--- config.mk ---
export PLATFORM = sky130hd
export DESIGN_NAME = dbg_hit_matcher
export DESIGN_NICKNAME = d
export VERILOG_FILES = /design/src/rtl/dbgm_pkg.sv /design/src/rtl/dbgm_ctx_link.sv /design/src/rtl/dbgm_qual.sv /design/src/rtl/dbgm_first.sv /design/src/rtl/dbg_hit_matcher.sv
export SDC_FILE = /design/constraint.sdc
export NUM_CORES = 1
export LEC_CHECK = 0
export BUFFER_PORTS_ARGS = -buffer_cell sky130_fd_sc_hd__clkbuf_2
export CORE_AREA = 3 3 249 251
export CTS_CLUSTER_DIAMETER = 200
export DETAILED_ROUTE_END_ITERATION = 8
export DIE_AREA = 0 0 252 254
export PLACE_DENSITY = 0.3
export SYNTH_ARGS = -nofsm -noshare
export SYNTH_HDL_FRONTEND = slang
export SYNTH_SLANG_ARGS = --single-unit
--- constraint.sdc ---
create_clock -name clk -period 2.9 [get_ports clk]
set_input_delay 0.145 -clock clk [delete_from_list [all_inputs] [get_ports clk]]
set_output_delay 0.145 -clock clk [all_outputs]
set_load 0.02 [all_outputs]
--- src/rtl/dbgm_pkg.sv ---
package dbgm_pkg;

   localparam int CTRL_W     = 32;
   localparam int FSR_W      = 10;
   localparam int TYPE_LO    = 20;
   localparam logic [3:0]       CTX_TYPE  = 4'd3;
   localparam logic [FSR_W-1:0] FSR_LONG  = 10'h222;
   localparam logic [FSR_W-1:0] FSR_SHORT = 10'h002;

   typedef struct packed {
      logic       link;
      logic [3:0] lbn;
      logic [1:0] ssc;
      logic       hmc;
      logic [1:0] pac;
      logic       en;
   } ctrl_t;

   function automatic ctrl_t unpack_ctrl(input logic [CTRL_W-1:0] r);
      ctrl_t c;
      c.en   = r[0];
      c.pac  = r[2:1];
      c.hmc  = r[13];
      c.ssc  = r[15:14];
      c.lbn  = r[19:16];
      c.link = r[20];
      return c;
   endfunction

endpackage

--- src/rtl/dbgm_ctx_link.sv ---
module dbgm_ctx_link
   import dbgm_pkg::*;
#(
   parameter int NUM_BP  = 6,
   parameter int NUM_CTX = 2,
   parameter int CTXID_W = 32
) (
   input  logic [NUM_BP*CTRL_W-1:0]  bp_ctrl,
   input  logic [NUM_BP*CTXID_W-1:0] bp_value,
   input  logic [1:0]                cur_el,
   input  logic [CTXID_W-1:0]        context_id,
   output logic [NUM_BP-1:0]         ctx_ok
);
   localparam int CTX_LO = NUM_BP - NUM_CTX;

   for (genvar i = 0; i < NUM_BP; i++) begin : g_slot
      if (i >= CTX_LO) begin : g_ctx
         logic en_s;
         logic type_s;
         assign en_s   = bp_ctrl[i*CTRL_W];
         assign type_s = (bp_ctrl[i*CTRL_W+TYPE_LO +: 4] == CTX_TYPE);
         assign ctx_ok[i] = en_s && type_s && (cur_el <= 2'd1) &&
                            (bp_value[i*CTXID_W +: CTXID_W] == context_id);
      end else begin : g_plain
         assign ctx_ok[i] = 1'b0;
      end
   end

endmodule

--- src/rtl/dbgm_qual.sv ---
module dbgm_qual
   import dbgm_pkg::*;
#(
   parameter int NUM_BP = 6
) (
   input  logic [CTRL_W-1:0] ctrl,
   input  logic              addr_hit,
   input  logic              secure_st,
   input  logic [1:0]        cur_el,
   input  logic [NUM_BP-1:0] ctx_ok,
   output logic              match
);
   ctrl_t       c;
   logic [15:0] ctx_pad;
   logic        sec_ok;
   logic        el_ok;
   logic        link_ok;

   assign c       = unpack_ctrl(ctrl);
   assign ctx_pad = 16'(ctx_ok);

   always_comb begin
      unique case (c.ssc)
         2'd0:    sec_ok = 1'b1;
         2'd2:    sec_ok = secure_st;
         default: sec_ok = !secure_st;
      endcase
   end

   always_comb begin
      unique case (cur_el)
         2'd0:    el_ok = c.pac[1];
         2'd1:    el_ok = c.pac[0];
         default: el_ok = c.hmc;
      endcase
   end

   assign link_ok = !c.link || ctx_pad[c.lbn];
   assign match   = addr_hit && c.en && sec_ok && el_ok && link_ok;

endmodule

--- src/rtl/dbgm_first.sv ---
module dbgm_first #(
   parameter int N  = 4,
   parameter int IW = 2
) (
   input  logic [N-1:0]  req,
   output logic          any,
   output logic [IW-1:0] idx,
   output logic [N-1:0]  grant
);
   always_comb begin
      any   = 1'b0;
      idx   = '0;
      grant = '0;
      for (int i = N-1; i >= 0; i--) begin
         if (req[i]) begin
            any      = 1'b1;
            idx      = IW'(i);
            grant    = '0;
            grant[i] = 1'b1;
         end
      end
   end
endmodule

--- src/rtl/dbg_hit_matcher.sv ---
module dbg_hit_matcher
   import dbgm_pkg::*;
#(
   parameter int NUM_BP  = 6,
   parameter int NUM_WP  = 4,
   parameter int NUM_CTX = 2,
   parameter int ADDR_W  = 32,
   parameter int CTXID_W = 32,
   localparam int NUM_MAX = (NUM_BP > NUM_WP) ? NUM_BP : NUM_WP,
   localparam int IDX_W   = (NUM_MAX > 1) ? $clog2(NUM_MAX) : 1
) (
   input  logic                      clk,
   input  logic                      rst_n,
   input  logic                      mon_en,
   input  logic [1:0]                cur_el,
   input  logic [1:0]                target_el,
   input  logic                      secure_st,
   input  logic                      ext_addr,
   input  logic [CTXID_W-1:0]        context_id,
   input  logic [NUM_BP*32-1:0]      bp_ctrl,
   input  logic [NUM_BP*CTXID_W-1:0] bp_value,
   input  logic [NUM_BP-1:0]         bp_addr_hit,
   input  logic [NUM_WP*32-1:0]      wp_ctrl,
   input  logic [NUM_WP-1:0]         wp_addr_hit,
   input  logic                      wp_is_write,
   input  logic [ADDR_W-1:0]         wp_hit_addr,
   output logic                      exc_valid,
   output logic                      exc_is_data,
   output logic [IDX_W-1:0]          exc_index,
   output logic                      exc_same_el,
   output logic [9:0]                exc_fsr,
   output logic                      exc_wnr,
   output logic [ADDR_W-1:0]         exc_addr
);

   if (NUM_BP < 1 || NUM_BP > 16) begin : g_bad_bp
      $error("NUM_BP must be 1..16");
   end
   if (NUM_WP < 1 || NUM_WP > 16) begin : g_bad_wp
      $error("NUM_WP must be 1..16");
   end
   if (NUM_CTX < 0 || NUM_CTX > NUM_BP) begin : g_bad_ctx
      $error("NUM_CTX must be 0..NUM_BP");
   end
   if (ADDR_W < 1 || CTXID_W < 1) begin : g_bad_w
      $error("widths must be positive");
   end

   logic [NUM_BP-1:0] ctx_ok;
   logic [NUM_BP-1:0] bp_match;
   logic [NUM_WP-1:0] wp_match;
   logic [NUM_BP-1:0] bp_grant;
   logic [NUM_WP-1:0] wp_grant;
   logic              bp_any;
   logic              wp_any;
   logic [IDX_W-1:0]  bp_idx;
   logic [IDX_W-1:0]  wp_idx;

   dbgm_ctx_link #(
      .NUM_BP (NUM_BP),
      .NUM_CTX(NUM_CTX),
      .CTXID_W(CTXID_W)
   ) u_ctx (
      .bp_ctrl   (bp_ctrl),
      .bp_value  (bp_value),
      .cur_el    (cur_el),
      .context_id(context_id),
      .ctx_ok    (ctx_ok)
   );

   for (genvar i = 0; i < NUM_BP; i++) begin : g_bp
      dbgm_qual #(.NUM_BP(NUM_BP)) u_q (
         .ctrl     (bp_ctrl[i*32 +: 32]),
         .addr_hit (bp_addr_hit[i] && mon_en),
         .secure_st(secure_st),
         .cur_el   (cur_el),
         .ctx_ok   (ctx_ok),
         .match    (bp_match[i])
      );
   end

   for (genvar i = 0; i < NUM_WP; i++) begin : g_wp
      dbgm_qual #(.NUM_BP(NUM_BP)) u_q (
         .ctrl     (wp_ctrl[i*32 +: 32]),
         .addr_hit (wp_addr_hit[i] && mon_en),
         .secure_st(secure_st),
         .cur_el   (cur_el),
         .ctx_ok   (ctx_ok),
         .match    (wp_match[i])
      );
   end

   dbgm_first #(.N(NUM_BP), .IW(IDX_W)) u_bp_first (
      .req(bp_match), .any(bp_any), .idx(bp_idx), .grant(bp_grant)
   );

   dbgm_first #(.N(NUM_WP), .IW(IDX_W)) u_wp_first (
      .req(wp_match), .any(wp_any), .idx(wp_idx), .grant(wp_grant)
   );

   always_ff @(posedge clk) begin
      if (!rst_n || !(wp_any || bp_any)) begin
         exc_valid   <= 1'b0;
         exc_is_data <= 1'b0;
         exc_index   <= '0;
         exc_same_el <= 1'b0;
         exc_fsr     <= '0;
         exc_wnr     <= 1'b0;
         exc_addr    <= '0;
      end else begin
         exc_valid   <= 1'b1;
         exc_is_data <= wp_any;
         exc_index   <= wp_any ? wp_idx : bp_idx;
         exc_same_el <= (target_el == cur_el);
         exc_fsr     <= ext_addr ? FSR_LONG : FSR_SHORT;
         exc_wnr     <= wp_any && wp_is_write;
         exc_addr    <= wp_any ? wp_hit_addr : '0;
      end
   end


   no_hit_when_off_chk: assert property (@(posedge clk) disable iff (!rst_n)
      exc_valid |-> $past(mon_en));


   bp_grant_single_chk: assert property (@(posedge clk) disable iff (!rst_n)
      $onehot0(bp_grant) && ((bp_grant & ~bp_match) == '0));


   wp_grant_single_chk: assert property (@(posedge clk) disable iff (!rst_n)
      $onehot0(wp_grant) && ((wp_grant & ~wp_match) == '0));


   fsr_code_chk: assert property (@(posedge clk) disable iff (!rst_n)
      exc_valid |-> (exc_fsr == FSR_LONG || exc_fsr == FSR_SHORT));


   bp_no_addr_chk: assert property (@(posedge clk) disable iff (!rst_n)
      (exc_valid && !exc_is_data) |-> (exc_addr == '0 && !exc_wnr));


   idle_zero_chk: assert property (@(posedge clk) disable iff (!rst_n)
      !exc_valid |-> (exc_fsr == '0 && exc_index == '0 && !exc_is_data));

endmodule

Word-level counts from Yosys, hierarchy flattened
Index checks and enable logic that the tools add are counted.
{"block": "classes", "addsub": 0, "n_mul": 0, "div_mod_pow": 0, "order_cmp": 11, "n_eq_ne": 16, "shift": 0, "mux": 63, "bitwise_logic": 1, "n_reduce_logical": 94}
{"operator": "32-bit == test", "n": 2}
{"operator": "1-bit logical AND", "n": 57}
{"operator": "4-bit by 5-bit less-than comparator with 1-bit output, second input constant", "n": 10}
{"operator": "1-bit binary-select mux with 4-bit select", "n": 10}
{"operator": "1-bit case mux with 2 select lines", "n": 20}
{"operator": "2-bit logical NOT", "n": 11}
{"operator": "1-bit two-way mux", "n": 21}
{"operator": "3-bit two-way mux", "n": 7}
{"operator": "2-bit == test, second input constant", "n": 10}
{"operator": "1-bit logical NOT", "n": 13}
{"operator": "1-bit logical OR", "n": 12}
{"operator": "10-bit two-way mux", "n": 1}
{"operator": "4-bit by 2-bit == test with 1-bit output, second input constant", "n": 2}
{"operator": "2-bit two-way mux", "n": 4}
{"operator": "2-bit by 1-bit == test with 1-bit output, second input constant", "n": 1}
{"operator": "2-bit == test", "n": 1}
{"operator": "2-bit by 1-bit <= comparator with 1-bit output, second input constant", "n": 1}
{"operator": "2-bit OR reduction", "n": 1}
{"operator": "1-bit NOT", "n": 1}
{"block": "totals", "ff_bits": 49, "latch_bits": 0, "mem_bits_rw": 0, "rom_bits": 0, "output_inout_bits": 49, "elab_cells": 192, "mem_count": 0}

Depth between registers and ports, before layout
Gate-level depths: netlist of the first run.
{"block": "depth", "depth_word": 18, "ltp_mapped": 10}

Cells and area by module
Synthesis of the first run repeated with hierarchy kept, for this count alone.
{"block": "hier_totals", "hier_cells": 364, "hier_area_um2": 3337.0}
{"mod": "dbg_hit_matcher", "n_inst": 1, "cells_each": 114, "area_per_inst_um2": 1302.5, "seq_area_each_um2": 820.8}
{"mod": "dbgm_qual", "n_inst": 10, "cells_each": 12, "area_per_inst_um2": 108.9, "seq_area_each_um2": 0.0}
{"mod": "dbgm_ctx_link", "n_inst": 1, "cells_each": 100, "area_per_inst_um2": 779.5, "seq_area_each_um2": 0.0}
{"mod": "dbgm_first (u_bp_first)", "n_inst": 1, "cells_each": 17, "area_per_inst_um2": 93.8, "seq_area_each_um2": 0.0}
{"mod": "dbgm_first (u_wp_first)", "n_inst": 1, "cells_each": 13, "area_per_inst_um2": 72.6, "seq_area_each_um2": 0.0}

Worst setup path before layout of the first run
No wires, ideal clock.
{"block": "synth_path", "path_type": "input to register", "from": "input context_id[18]", "to": "register exc_index[0]", "setup_time_ps": 71, "arrival_time_ps": 2040, "required_ps": 2829, "path_slack_ps": 790, "cell_stages": 9, "path_cell_list": "xor2_1 -> nor4_2 -> nand4_2 -> nor4_1 -> o211ai_1 -> a211o_1 -> a21boi_0 -> a41oi_2 -> a21boi_1"}
{"block": "synth_between", "elab_chain_cells": 15, "elab_cells_between_ends": 68, "classes_between": "eq/ne: 2; mux: 41; reduce/logical: 25"}
{"element": "start: declaration", "line": "dbg_hit_matcher.sv:19", "source": "input logic [CTXID_W-1:0] context_id,"}
{"element": "32-bit == test", "line": "dbgm_ctx_link.sv:23", "source": "(bp_value[i*CTXID_W +: CTXID_W] == context_id);"}
{"element": "1-bit logical AND", "line": "dbgm_ctx_link.sv:22", "source": "assign ctx_ok[i] = en_s && type_s && (cur_el <= 2'd1) &&"}
{"element": "1-bit binary-select mux with 4-bit select", "line": "dbgm_qual.sv:38", "source": "assign link_ok = !c.link || ctx_pad[c.lbn];"}
{"element": "1-bit two-way mux (implied by the code)", "line": "dbgm_qual.sv:38"}
{"element": "1-bit logical OR", "line": "dbgm_qual.sv:38"}
{"element": "1-bit logical AND", "line": "dbgm_qual.sv:39", "source": "assign match = addr_hit && c.en && sec_ok && el_ok && link_ok;"}
{"element": "1-bit two-way mux (6 in series)", "line": "dbgm_first.sv:15", "source": "if (req[i]) begin"}
{"element": "1-bit logical OR", "line": "dbg_hit_matcher.sv:102", "source": "if (!rst_n || !(wp_any || bp_any)) begin"}
{"element": "1-bit logical NOT", "line": "dbg_hit_matcher.sv:102"}
{"element": "1-bit logical OR", "line": "dbg_hit_matcher.sv:102"}
{"element": "end signal: assignment", "line": "dbg_hit_matcher.sv:113", "source": "exc_index <= wp_any ? wp_idx : bp_idx;"}
{"element": "end: declaration", "line": "dbg_hit_matcher.sv:29", "source": "output logic [IDX_W-1:0] exc_index,"}
Several ways; a longest one is shown, not always the timed one. The select of a mux whose other input is x is not followed.
A chain may end at the register's enable or synchronous reset.

Worst setup path after layout of the first run
{"block": "layout_path", "from": "input context_id[18]", "to": "register exc_fsr[5]"}
{"block": "layout_between", "elab_chain_cells": 15, "elab_cells_between_ends": 57, "classes_between": "eq/ne: 2; mux: 30; reduce/logical: 25"}
{"element": "32-bit == test", "line": "dbgm_ctx_link.sv:23"}
{"element": "1-bit logical AND", "line": "dbgm_ctx_link.sv:22"}
{"element": "1-bit binary-select mux with 4-bit select", "line": "dbgm_qual.sv:38"}
{"element": "1-bit two-way mux (implied by the code)", "line": "dbgm_qual.sv:38"}
{"element": "1-bit logical OR", "line": "dbgm_qual.sv:38"}
{"element": "1-bit logical AND", "line": "dbgm_qual.sv:39"}
{"element": "1-bit two-way mux (6 in series)", "line": "dbgm_first.sv:15"}
{"element": "1-bit logical OR *", "line": "dbg_hit_matcher.sv:102"}
{"element": "1-bit logical NOT *", "line": "dbg_hit_matcher.sv:102"}
{"element": "1-bit logical OR *", "line": "dbg_hit_matcher.sv:102"}
{"element": "end signal: assignment", "line": "dbg_hit_matcher.sv:115", "source": "exc_fsr <= ext_addr ? FSR_LONG : FSR_SHORT;"}
{"element": "end: declaration", "line": "dbg_hit_matcher.sv:31", "source": "output logic [9:0] exc_fsr,"}
Every way passes the cells marked *; elsewhere a longest branch is shown, timed or not. The select of a mux whose other input is x is not followed.

==> results.md, run 1 <==
- Dominant synthesized flop cell: dfxtp_1
- Worst-margin pin slew: 687.6 ps
- Post-route non-filler standard cell count: 1451
- Synth top cells by count: xor2_1 (60), dfxtp_1 (41), and2_1 (34)
- CP endpoint kind: flop
- Synth unique cells: 38
- Syn avg cell area: approximately 8.5 um^2
- Pin count of the biggest net entering global routing: 22
- CTS Hold Bufs: 0
- Worst Path Required: approximately 3100 ps
- Seq pwr share: 0.338
- Die Y: roughly 250 um
- Final min period: between 2000 and 3000 ps
- Post-route setup TNS: 0 ps
- First-pass GRT wire length: 28.53 mm
- CP cell instances: clkbuf_2 > xor2_1 > nor4_2 > nand4_2 > buf_4 > nor4_1 > o211ai_1 > buf_4 > a211oi_2 > nor4_2 > a41oi_2 > and2_1
- Clk pwr share: 0.379
- Async set-reset flop share out of synthesis: 0
- Routed WL per cell: between 10 and 15 um
- Period utilization: 0.9026
- Critical path fanouts, max: 9
- Slowest CP cell: nor4_2
- Initial antenna violation count: 3
- Maxcap violations: 0
- CP Class: input port to flop
- Detailed Route WL: about 21 mm
- Max VDD drop: about 160 uV
- Drt first pass iters: 6
- Sw Ratio: 0.2876
- Share of cells above drive strength 1: 0.5441
- Via density: between 2 and 3
- Fmax: around 380 MHz
- Post-CTS Setup Inserts: 0
- Slew Limit Fails: 0
- ANT cells: 0
- Synth top area share: 0.2946
- Num rows: 90
- Vias in the first global route: slightly below 4000
- Initial Util: 0.04634
- Clk sinks: 41
- HP Class: input port to flop
- Ports: around 650
- Core footprint: between 0.06 and 0.07 mm^2
- Iter 0 DRT Violations: 74
- Final instance area: around 0.0057 mm^2
- Synth Warn #: 0
- CTS tree: built
- Placed cell areas: 0.005550 mm^2
- GR Overflow Total: 0
- Number of synthesized flops with an enable pin: 0
- Worst path arrival time: 2800 ps
- WP buf/inv: 3
- Yosys reg bits: between 40 and 50
- Area Overhead vs Synth: 105.4%
- Element type at the critical path start: input port
- Global Route Usage Sum: 0.06397
- Final Hold Fails: 0
- Worst-case clock buffer depth: 2
- Sw power: ~490 uW
- Root buf cell: clkbuf_16
- Mapped cell area: 0.002786 mm^2
- RSZ-0062 raised after global routing: no
- Placed Instances: around 1400
- DR vias: 3719
- Slew headroom: 0.5378
- Crit path max-delay family: simple AND/OR/NAND/NOR gates
- Logic pwr share: 0.282
- H-tree depth: 2
- Port bufs: between 300 and 400
- Reg clk slew, reported paths: 60 ps
- Power Total: between 1500 and 2000 uW
- Synth Instances: approximately 330
- Antenna Nets Post-Route: 0
- Final net count: ~1300
- WHS Endpoint: exc_addr[20]
- Chip Width: 252 um
- DP HPWL: ~20 mm
- Largest cells by area after synthesis: dfxtp_1 (29%), xor2_1 (19%), and2_1 (7.6%)
- Status: complete, no violations
- Total Die Area: approximately 0.064 mm^2
- CTS Buf Count: 5
- Power Internal: roughly 1200 uW
- Post-CTS Resized: 0
- Hold path start: wp_hit_addr[20]
- Synth area leader: dfxtp_1
- Pwr dens: about 300 mW/mm^2
- Hold path depth: 2
- Sequential area share after synthesis: 0.2946
- Residual DRC: 0
- Final setup viols: 0
- Gpl congestion: slightly below 0.9
- Crit path largest cell delay: ~660 ps
- Leakage Power: 0.002612 uW
- Cell with the most instances after synthesis: xor2_1
-- registers in the layout (all words and copies together) (netlist names) --
signal       cells
exc_valid        1
exc_same_el      1
exc_index        3
exc_is_data      1
exc_addr        32
exc_wnr          1
exc_fsr          2
-- per-stage QoR --
step           hold slack (ps)     util  setup slack (ps)
2_1_floorplan            266.7        -             789.6
3_3_place_gp             345.3  0.09230            -170.3
3_5_place_dp             347.6  0.09230            -181.3
4_1_cts                  43.01  0.09509             129.4
5_1_grt                  50.47  0.09519             87.47
6_report                 54.49  0.09519             282.3
-- layout by cell type (no fill, tap or decap), drive strengths merged, types with 2 or more instances in the layout --
cell type	netlist	final
nand4	14	14
nor3b	8	8
nor2	25	25
nor4	32	32
a21boi	2	2
inv	13	13
nand3	3	3
xor2	60	60
conb	1	7
and2	34	34
o211ai	8	8
nand2	6	6
o21ai	3	3
xnor2	3	3
a211oi	10	10
mux2i	12	12
a21oi	19	19
nor3	4	4
nor2b	2	2
buf	12	40
clkbuf	5	311
dfxtp	41	41
-- logic make-up (layout without fill, tap and decap cells) --
family / count (synthesis) / after routing / synth area share
multiplexers: 12 / 12 / 0.04311
XOR/XNOR: 63 / 63 / 0.1980
buffers and inverters: 30 / 366 / 0.05388
other: 1 / 7 / 0.001346
AND/OR/NAND/NOR: 130 / 130 / 0.2775
flip-flops: 41 / 41 / 0.2946
AO/OA/AOI/OAI: 50 / 50 / 0.1316
-- how the worst max path moves through the flow --
stage | slack (ps) | to | from | cells past startpoint
2_1_floorplan | 790 | exc_index[0] | context_id[18] | 9
3_3_place_gp | -170 | exc_index[0] | context_id[18] | 14
3_5_place_dp | -180 | exc_index[0] | context_id[18] | 14
4_1_cts | 130 | exc_index[0] | context_id[18] | 14
5_1_grt | 90 | exc_index[0] | context_id[18] | 13
6_report | 280 | exc_fsr[5] | context_id[18] | 12
-- metal layers --
layer | track usage | share of wire | vias up | wire length (um)
li1 | - | - | 1840 | -
met1 | 0.07910 | 0.43 | 1550 | 9143
met2 | 0.1058 | 0.43 | 300 | 9335
met3 | 0.01781 | 0.099 | 27 | 2122
met4 | 0.02406 | 0.040 | 2 | 864
met5 | 0 | 0.00061 | - | 13
-- power groups by stage --
stage	sequential, uW	combinational (uW)	clock (uW)
4_1_cts	577	499	684
3_3_place_gp	590	497	0
5_1_grt	578	533	699
6_report	577	482	646
3_5_place_dp	590	497	0
2_1_floorplan	605	154	0
-- layout make-up --
cell class | instances | area, um^2
Clock buffer | 6 | 128.9
Clock inverter | 2 | 38.79
Fill cell | 7187 | 54410
Inverter | 13 | 48.80
Multi-Input combinational cell | 262 | 1844
Sequential cell | 41 | 820.8
Tap cell | 782 | 978.4
Timing Repair Buffer | 345 | 1864
(Power assumes the default switching activity.)
==> inputs of run 2 (changes only) <==
--- a/config.mk
+++ b/config.mk
@@ -5,11 +5,12 @@
 export SDC_FILE = /design/constraint.sdc
 export NUM_CORES = 1
 export LEC_CHECK = 0
+export ABC_AREA = 1
 export BUFFER_PORTS_ARGS = -buffer_cell sky130_fd_sc_hd__clkbuf_2
-export CORE_AREA = 3 3 249 251
+export CORE_AREA = 3 3 248 250
 export CTS_CLUSTER_DIAMETER = 200
 export DETAILED_ROUTE_END_ITERATION = 8
-export DIE_AREA = 0 0 252 254
+export DIE_AREA = 0 0 251 253
 export PLACE_DENSITY = 0.3
 export SYNTH_ARGS = -nofsm -noshare
 export SYNTH_HDL_FRONTEND = slang
==> run 2 against run 1 <==
  * Worst setup slack better by 270 ps
  * Area after synthesis grew 19%
  * Global-route usage grew 0.66 points
  * Total power up 2.4%
  * Clock-buffer cell count shrank 1
  * Synthesized cell count up 55%
  * Utilization rose by 0.66 points
  * Die area shrank 0.79%
  * Sequential power barely moved
  * Sequential share of layout area down 0.72 points
  * Critical path depth increased by 5
  * Critical endpoint is now exc_addr[9]
  * Largest power group unchanged
==> results.md, run 2 <==
- RSZ-0062 raised after global routing: no (unchanged)
- ANT cells: 0 (unchanged)
- Detailed Route WL: 23.35 mm (was 21.48 mm)
- Ports: 645 (unchanged)
- CTS Hold Bufs: 0 (unchanged)
- Synth area leader: dfxtp_1 (unchanged)
- M1 wire length: 10.57 mm (was 9.143 mm)
- Critical path fanouts, max: 18 (was 9)
- Maxcap violations: 0 (unchanged)
- CP most frequent cell: nand2_1
- Hold path start: ext_addr (was wp_hit_addr[20])
- Mapped cell area: 0.003311 mm^2 (was 0.002786 mm^2)
- Final Hold Fails: 0 (unchanged)
- Power Total: 1747 uW (was 1705 uW)
- Share of cells above drive strength 1: 0.4545 (was 0.5441)
- CTS tree: built (unchanged)
- Residual DRC: 0 (unchanged)
- Most common cell after layout, fill and taps aside: clkbuf_2 (unchanged)
- Global Route Usage Sum: 0.07056 (was 0.06397)
- Met3 Routed Length: 2.073 mm (was 2.122 mm)
- CP endpoint kind: flop (unchanged)
- Number of synthesized flops with an enable pin: 0 (unchanged)
- Placed Instances: 1590 (was 1443)
- Hold path depth: 3 (was 2)
- Largest Register: exc_addr (unchanged)
- Fmax: 426.6 MHz (was 382.0 MHz)
- Syn avg cell area: 6.530 um^2 (was 8.521 um^2)
- Regs by FF count: exc_addr (32), exc_index (3), exc_fsr (2) (unchanged)
- Pwr dens: 289.8 mW/mm^2 (was 297.9 mW/mm^2)
- Iter 0 DRT Violations: 84 (was 74)
- DP HPWL: 21.79 mm (was 19.94 mm)
- Synth unique cells: 35 (was 38)
- Yosys reg bits: 41 (unchanged)
- Top Layer Used: met5 (unchanged)
- Drt first pass iters: 6 (unchanged)
- Core footprint: 0.05924 mm^2 (was 0.06013 mm^2)
- Post-CTS Resized: 0 (unchanged)
- Post-route setup TNS: 0 ps (unchanged)
- Clk sinks: 41 (unchanged)
- Antenna Nets Post-Route: 0 (unchanged)
- WHS Endpoint: exc_fsr[5] (was exc_addr[20])
- Dominant synthesized flop cell: dfxtp_1 (unchanged)
- First-pass GRT wire length: 31.53 mm (was 28.53 mm)
- Port bufs: 305 (unchanged)
- Util after Layout: 0.1018 (was 0.09519)
- Chip Width: 251 um (was 252 um)
- Vias in the first global route: 4513 (was 3952)
- Worst Path Required: 3080 ps (about the same)
- Leakage Power: 0.002960 uW (was 0.002612 uW)
- Synth top area share: 0.2479 (was 0.2946)
- Slowest CP cell: nor3b_2 (was nor4_2)
- Largest cells by area after synthesis: dfxtp_1 (25%), nand2_1 (19%), nor3b_2 (11%) (was dfxtp_1 (29%), xor2_1 (19%), and2_1 (7.6%))
- Reg clk slew, reported paths: 60 ps (about the same)
- Post-route non-filler standard cell count: 1598 (was 1451)
- Max reg flops: 32 (unchanged)
- Element type at the critical path start: input port (unchanged)
- Synth Warn #: 0 (unchanged)
- Initial antenna violation count: 7 (was 3)
- Period utilization: 0.8082 (was 0.9026)
- Pin count of the biggest net entering global routing: 34 (was 22)
- H-tree depth: 2 (unchanged)
- Worst-margin pin slew: 890.0 ps (was 687.6 ps)
- Gpl congestion: 0.7923 (was 0.8860)
- Initial Util: 0.05588 (was 0.04634)
- CTS Buf Count: 5 (unchanged)
- Worst-case clock buffer depth: 2 (unchanged)
- Routed WL per cell: 14.61 um (was 14.80 um)
- Worst path arrival time: 2520 ps (was 2800 ps)
- Die Y: 253 um (was 254 um)
- Cell with the most instances after synthesis: nand2_1 (was xor2_1)
- HP Class: input port to flop (unchanged)
- Final min period: 2344 ps (was 2618 ps)
- Area Overhead vs Synth: 82.09% (was 105.4%)
- Sequential area share after synthesis: 0.2479 (was 0.2946)
- Via density: 2.720 (was 2.563)
- Async set-reset flop share out of synthesis: 0 (unchanged)
- Max VDD drop: 173.4 uV (was 163.5 uV)
- Crit path largest cell delay: 270 ps (was 660 ps)
- Final setup viols: 0 (unchanged)
- Post-CTS Setup Inserts: 0 (unchanged)
- Status: complete, no violations (unchanged)
- Commonest non-fill, non-tap cells in the layout: clkbuf_2 (305), nand2_1 (167), inv_1 (68), dfxtp_1 (41), nor2_1 (39) (was clkbuf_2 (305), xor2_1 (60), dfxtp_1 (41), buf_4 (37), and2_1 (34))
- Slew headroom: 0.4058 (was 0.5378)
- Total Die Area: 0.06350 mm^2 (was 0.06401 mm^2)
- DR vias: 4346 (was 3719)
- WL met2: 10.53 mm (was 9.335 mm)
- Synth top cells by count: nand2_1 (167), inv_1 (69), dfxtp_1 (41) (was xor2_1 (60), dfxtp_1 (41), and2_1 (34))
- Final net count: 1420 (was 1264)
- GR Overflow Total: 0 (unchanged)
- CP Class: input port to flop (unchanged)
- Synth Instances: 507 (was 327)
- Num rows: 89 (was 90)
- Slew Limit Fails: 0 (unchanged)
- Root buf cell: clkbuf_16 (unchanged)
- CP cell instances: clkbuf_2 > inv_1 > nand2_1 > o21ai_0 > nor2_1 > nand3_1 > nor2_1 > nand3_4 > buf_4 > nand2_1 > nand3_1 > nand2_1 > nand2_2 > nand2_4 > nor2_8 > buf_12 > nor3b_2 (was clkbuf_2 > xor2_1 > nor4_2 > nand4_2 > buf_4 > nor4_1 > o211ai_1 > buf_4 > a211oi_2 > nor4_2 > a41oi_2 > and2_1)
- Fillers: 7064 (was 7187)
==> run 2: logic make-up after synthesis <==
| group | count (synthesis) | synth area share |
|---|---|---|
| flops | 41 | 0.2479 |
| buf+inv | 88 | 0.1168 |
| compound gates | 45 | 0.07823 |
| other cells | 1 | 0.001133 |
| simple gates | 303 | 0.4792 |
| xor+xnor | 29 | 0.07672 |
==> run 2: final cells by class <==
| class | instances | area (um^2) | area share |
|---|---|---|---|
| flip-flops and latches | 41 | 820.8 | 0.1362 |
| clock buffers | 5 | 125.1 | 0.02076 |
| clock inverters | 3 | 46.29 | 0.007680 |
| inverters | 70 | 262.8 | 0.04359 |
| repair buffers | 322 | 1679 | 0.2785 |
| well taps | 773 | 967.2 | 0.1604 |
| multi-input cells | 384 | 2127 | 0.3528 |
==> run 2: through the flow <==
stage	setup WS [ps]	hold slack (ps)	area, um^2
4_1_cts	441.5	60.03	6028
6_report	556.1	70.48	6028
5_1_grt	255.1	73.77	6028
3_3_place_gp	110.2	353.4	5857
2_1_floorplan	1268	257.2	3333
3_5_place_dp	139.7	372.7	5857
==> run 2: worst max-delay path by stage <==
stage / cells after the start / to / startpoint
2_1_floorplan: 15 / exc_addr[0] / context_id[29]
3_3_place_gp: 14 / exc_index[0] / cur_el[1]
3_5_place_dp: 17 / exc_addr[25] / context_id[5]
4_1_cts: 14 / exc_wnr / cur_el[1]
5_1_grt: 18 / exc_index[1] / context_id[5]
6_report: 17 / exc_addr[9] / context_id[5]
==> run 2: layer usage <==
| metal | vias to the layer above | GRT usage |
|---|---|---|
| met3 | 21 | 0.02465 |
| met5 | - | 0 |
| met2 | 222 | 0.1179 |
| li1 | 2220 | - |
| met1 | 1869 | 0.09126 |
| met4 | 14 | 0.005470 |
==> run 2: power breakdown <==
group	internal (uW)	switching, uW
Sequential	574	2.71
Clock	408	244
Combinational	243	275
==> run 2: worst max-delay path, delay by kind of cell <==
family	cells	cell delay (ps)
compound gates	1	70
buf+inv	4	550
simple gates	12	1740
